**src/rtl/regxfer_unit.sv**
```systemverilog
module regxfer_unit #(
  parameter int COMPAT_CYC = 6,
  parameter int NATIVE_CYC = 4,
  parameter int CW = $clog2(COMPAT_CYC + 1)
) (
  input  logic        clk,
  input  logic        rst_n,
  input  logic        start,
  input  logic        swap,
  input  logic        native,
  input  logic [7:0]  post,
  input  logic        ld_en,
  input  logic [3:0]  ld_code,
  input  logic [15:0] ld_val,
  output logic        busy,
  output logic        done,
  output logic        illegal,
  output logic [CW-1:0] cyc_len,
  output logic [7:0]  a_q,
  output logic [7:0]  b_q,
  output logic [15:0] x_q,
  output logic [15:0] y_q,
  output logic [15:0] u_q,
  output logic [15:0] s_q,
  output logic [15:0] pc_q,
  output logic [7:0]  cc_q,
  output logic [7:0]  dp_q
);

  logic [15:0] r16 [1:5];
  logic [7:0]  r8  [8:11];
  logic [15:0] n16 [1:5];
  logic [7:0]  n8  [8:11];
  logic [CW-1:0] cnt;
  logic [7:0]  post_q;
  logic        swap_q;
  logic [15:0] src_v, dst_v;
  logic [3:0]  wc [0:2];
  logic [15:0] wv [0:2];
  logic        we [0:2];

  function automatic logic known(input logic [3:0] c);
    return (c <= 4'd5) || (c >= 4'd8 && c <= 4'd11);
  endfunction

  wire legal  = known(post[7:4]) && known(post[3:0]) && (post[7] == post[3]);
  wire accept = start && !busy;

  assign done    = busy && (cnt == '0);
  assign cyc_len = native ? CW'(NATIVE_CYC) : CW'(COMPAT_CYC);

  function automatic logic [15:0] pick(input logic [3:0] c,
      input logic [15:0] x, y, u, s, pc, input logic [7:0] a, b, cc, dp);
    case (c)
      4'd0:  return {a, b};
      4'd1:  return x;
      4'd2:  return y;
      4'd3:  return u;
      4'd4:  return s;
      4'd5:  return pc;
      4'd8:  return {8'h00, a};
      4'd9:  return {8'h00, b};
      4'd10: return {8'h00, cc};
      4'd11: return {8'h00, dp};
      default: return 16'h0000;
    endcase
  endfunction

  assign src_v = pick(post_q[7:4], r16[1], r16[2], r16[3], r16[4], r16[5],
                      r8[8], r8[9], r8[10], r8[11]);
  assign dst_v = pick(post_q[3:0], r16[1], r16[2], r16[3], r16[4], r16[5],
                      r8[8], r8[9], r8[10], r8[11]);

  always_comb begin
    n16 = r16;
    n8  = r8;
    wc[0] = ld_code;      wv[0] = ld_val; we[0] = ld_en && !busy;
    wc[1] = post_q[3:0];  wv[1] = src_v;  we[1] = done;
    wc[2] = post_q[7:4];  wv[2] = dst_v;  we[2] = done && swap_q;
    for (int k = 0; k < 3; k++) begin
      if (we[k]) begin
        case (wc[k])
          4'd0:  begin n8[8] = wv[k][15:8]; n8[9] = wv[k][7:0]; end
          4'd1:  n16[1] = wv[k];
          4'd2:  n16[2] = wv[k];
          4'd3:  n16[3] = wv[k];
          4'd4:  n16[4] = wv[k];
          4'd5:  n16[5] = wv[k];
          4'd8:  n8[8]  = wv[k][7:0];
          4'd9:  n8[9]  = wv[k][7:0];
          4'd10: n8[10] = wv[k][7:0];
          4'd11: n8[11] = wv[k][7:0];
          default: ;
        endcase
      end
    end
  end

  always_ff @(posedge clk or negedge rst_n) begin
    if (!rst_n) begin
      for (int i = 1; i <= 5; i++) r16[i] <= '0;
      for (int i = 8; i <= 11; i++) r8[i] <= '0;
      busy    <= 1'b0;
      illegal <= 1'b0;
      cnt     <= '0;
      post_q  <= '0;
      swap_q  <= 1'b0;
    end else begin
      r16     <= n16;
      r8      <= n8;
      illegal <= 1'b0;
      if (accept) begin
        if (legal) begin
          busy   <= 1'b1;
          cnt    <= native ? CW'(NATIVE_CYC - 1) : CW'(COMPAT_CYC - 1);
          post_q <= post;
          swap_q <= swap;
        end else begin
          illegal <= 1'b1;
        end
      end else if (busy) begin
        if (cnt == '0) busy <= 1'b0;
        else           cnt  <= cnt - 1'b1;
      end
    end
  end

  assign x_q  = r16[1];
  assign y_q  = r16[2];
  assign u_q  = r16[3];
  assign s_q  = r16[4];
  assign pc_q = r16[5];
  assign a_q  = r8[8];
  assign b_q  = r8[9];
  assign cc_q = r8[10];
  assign dp_q = r8[11];

endmodule

```
**config.mk**
```make
export PLATFORM = sky130hd
export DESIGN_NAME = regxfer_unit
export DESIGN_NICKNAME = d
export VERILOG_FILES = /design/src/rtl/regxfer_unit.sv
export SDC_FILE = /design/constraint.sdc
export NUM_CORES = 1
export LEC_CHECK = 0
export BUFFER_PORTS_ARGS = -buffer_cell sky130_fd_sc_hd__clkbuf_2
export CAP_MARGIN = 0
export CORE_MARGIN = 1
export CORE_UTILIZATION = 37
export CTS_BUF_LIST = sky130_fd_sc_hd__clkbuf_8
export CTS_CLUSTER_DIAMETER = 50
export DETAILED_ROUTE_END_ITERATION = 8
export PLACE_DENSITY = 0.62
export SLEW_MARGIN = 20
export SYNTH_ARGS = -nofsm -noshare
export SYNTH_HDL_FRONTEND = slang
export SYNTH_SLANG_ARGS = --single-unit
```
**constraint.sdc**
```tcl
create_clock -name clk -period 6.62 [get_ports clk]
set_clock_uncertainty 0.15 [all_clocks]
set_input_delay 0.662 -clock clk [delete_from_list [all_inputs] [get_ports clk]]
set_output_delay 0.662 -clock clk [all_outputs]
set_load 0.01 [all_outputs]
```
==> reports/results.ini <==
[outcome]
run_status=completed

[synthesis]
post_synth_instance_area_um2=9668
yosysMostFrequentCell=nand2_1
synth-seq-cells=126
asyncSetResetFlopFracSynth_pct=100.0
syn_nets=1163
post_synth_num_cell_types=74
synth.yosys.warnings=0
ys_top_cells_by_count=165 x nand2_1, 161 x mux2i_1, 126 x dfrtp_1
seq_area_frac_synth_pct=32.61
yosys-top-cells-area=dfrtp_1 33%, mux2i_1 17%, nand2_1 6.4%
synth.avg_cell_area_um2=8.579
yosys_most_used_dff=dfrtp_1
synthCells=1127
netlist.top_cell.by_area=dfrtp_1
synth_top_area_share_pct=32.61
post_synth_edffs=0

[critical_path]
worst_r2r_startpoint=post_q[5]
critPathCaptureType=flop
crit_path_start_kind=flop
crit_buf_inv=1
crit_path_cell_trace=buf_4 -> nor2b_1 -> a221oi_1 -> o31ai_2 -> o221ai_1 -> a311oi_1
critical_path.max_fanout=25
worst_setup_path_category=flop to flop
critical_path.reg2reg.endpoint=a_q[4]
r2r.worst_path.cells=6
cp_data_arrival_time_ns=3.65
worstSetupStartpoint=post_q[5]
critPathTopFamily=compound AO/OA/AOI/OAI gates
setup.reg_to_reg.worst_slack_ns=3.20
worst-endpoint-required_ns=6.86
cp_slowest_cell=o31ai_2
cp_slowest_stage_delay_ns=0.94

[die]
die_w_um=163.6
io-pin-count=152
dieArea_um2=26780
rows=58
die_height_um=163.6
design.core.area_um2=25400
initial_utilization_pct=38.06

[worst_hold_path]
worst_hold_path_type=input port to asynchronous set/reset pin

[flow_run]
cap_violations=0

[cts]
clock_tree.htree_level_count=4
postCtsResizedCells=0
clock_sink_count=126
cts_max_path_buffers=2
postCtsSetupRepairBufs=0
cts_tree=done
post_cts_hold_buffer_count=0
clk_root_buffer_cell=clkbuf_8
clk_pin_slew_worst_paths_ns=0.09
cts-buffers-inserted=17
clock_latency_late_sink_ns=0.48

[global_routing]
grt_remaining_overflow=0
gr-usage-all-layers_pct=31.59
groute.layer.met3.usage_pct=8.481
first_pass_grt_wire_length_um=61690
gr-usage-met2_pct=45.70
maximum_number_of_pins_on_one_net_before_global_route_repair=67
top_usage_layer=met2
grt_util_met1_pct=43.37
antenna_found_initial=0
number_of_global_route_vias_before_repair=9296

[detailed_routing]
vias=10030
detail_route.first_pass.iterations=7
route.detailed.vias_per_inst=6.432
remaining_drcs=0
final_antenna_net_count=0
wl_per_cell_um=26.73
wl_um=41670
detailedRoute.firstIterationViolations=1385

[timing]
maxSlewHeadroom_pct=24.84
timing.setup.tns_ns=0
setup_viol=0
worst_pin_slew_ns=1.121
hold_viol_final=0
rsz0062_at_grt=false
finalWorstPathRequiredPeriod_ns=3.419
fmax_mhz=292.5
final_max_slew_viol_count=0
final_min_period_over_clock_period_pct=51.64

[pwr]
power_density_nw_per_um2=573.5
fin_total_pwr_w=0.006265
power.ir.vdd_worst_v=0.0003297
p_leak_nw=4.784

[layout]
post_route_cells_drive_above_1_share_pct=20.91
finish.net_count=1252
n_antenna_cell=0
syn_to_final_growth_pct=12.98

[placement]
port-buffer-count=149
gp_routability_congestion=1.025
place.detailed.hpwl_um=28550

## cells in the final DEF (no fill, tap or decap), types with 18 or more instances in the layout
cell	instances
nand2_1	163
mux2i_1	161
clkbuf_2	149
dfrtp_1	124
o21ai_1	95
o21ai_0	56
a21oi_1	54
nor2_1	43
o211ai_1	34
mux2_2	22
nand3_1	21
nor3_1	20
buf_4	19
a22oi_1	18
## stage by stage
stage	util [%]	instance area (um^2)	hold slack [ns]	worst slack (ns)	instances
after global placement	41.34	10500	0.3261	3.399	1524
after floorplan	-	9668	0.2164	4.122	1127
after detailed placement	41.40	10520	0.3336	3.389	1525
after global routing	43.00	10920	0.1979	3.132	1559
after CTS	42.92	10900	0.1687	3.357	1557
final	43.00	10920	0.1493	3.201	1559
## power by group
group,switching [W],internal (W),leakage (nW)
registers,0.000627,0.00114,1.37
logic,0.00245,0.00136,3.22
clock network,0.000364,0.000332,0.192
## flip-flops by register name (all words and copies together) (netlist names)
name and count:
u_q 16, s_q 16, swap_q 1, b_q 8
x_q 16, cc_q 8, dp_q 8, post_q 8
cnt 3, a_q 8, illegal 1, busy 1
y_q 16, pc_q 16
## how the worst max path moves through the flow
stage / endpoint / slack [ns] / cells past startpoint
detailed placement: a_q[4] / 3.39 / 6
CTS: a_q[4] / 3.36 / 6
global route: a_q[4] / 3.13 / 6
finish: a_q[4] / 3.20 / 6
floorplan: x_q[13] / 4.12 / 7
global placement: pc_q[0] / 3.40 / 6
## cell families (layout without fill, tap and decap cells)
| logic type | after synthesis | in the layout | synth area share, % |
|---|---|---|---|
| compound gates | 348 | 348 | 22.66 |
| fa+ha+maj | 2 | 2 | 0.2588 |
| buf+inv | 113 | 215 | 5.461 |
| xor+xnor | 2 | 2 | 0.1812 |
| mux | 197 | 197 | 21.56 |
| other cells | 2 | 2 | 0.07768 |
| simple gates | 337 | 337 | 17.19 |
| flops | 126 | 126 | 32.61 |
## layout make-up
| type | count | area [um^2] |
|---|---|---|
| timing repair buffer | 170 | 914.6 |
| sequential | 126 | 3156 |
| multi-input combinational | 888 | 6007 |
| inverter | 13 | 48.80 |
| fill | 2577 | 14480 |
| clock inverter | 15 | 150.1 |
| tap | 330 | 412.9 |
| clock buffer | 17 | 234.0 |
## worst register-to-register path, cell delays in order (launching register included)
cell      delay, ns
dfrtp_1        0.83
buf_4          0.44
nor2b_1        0.33
a221oi_1       0.14
o31ai_2        0.94
o221ai_1       0.21
a311oi_1       0.29
## per-layer routing
layer / share of wire (%) / up-vias / wire [um]
met5: 0 / - / 0
li1: - / 4349 / -
met3: 11 / 138 / 4438
met2: 43 / 667 / 17940
met1: 42 / 4873 / 17370
met4: 4.6 / 0 / 1926
(Power assumes the default switching activity.)
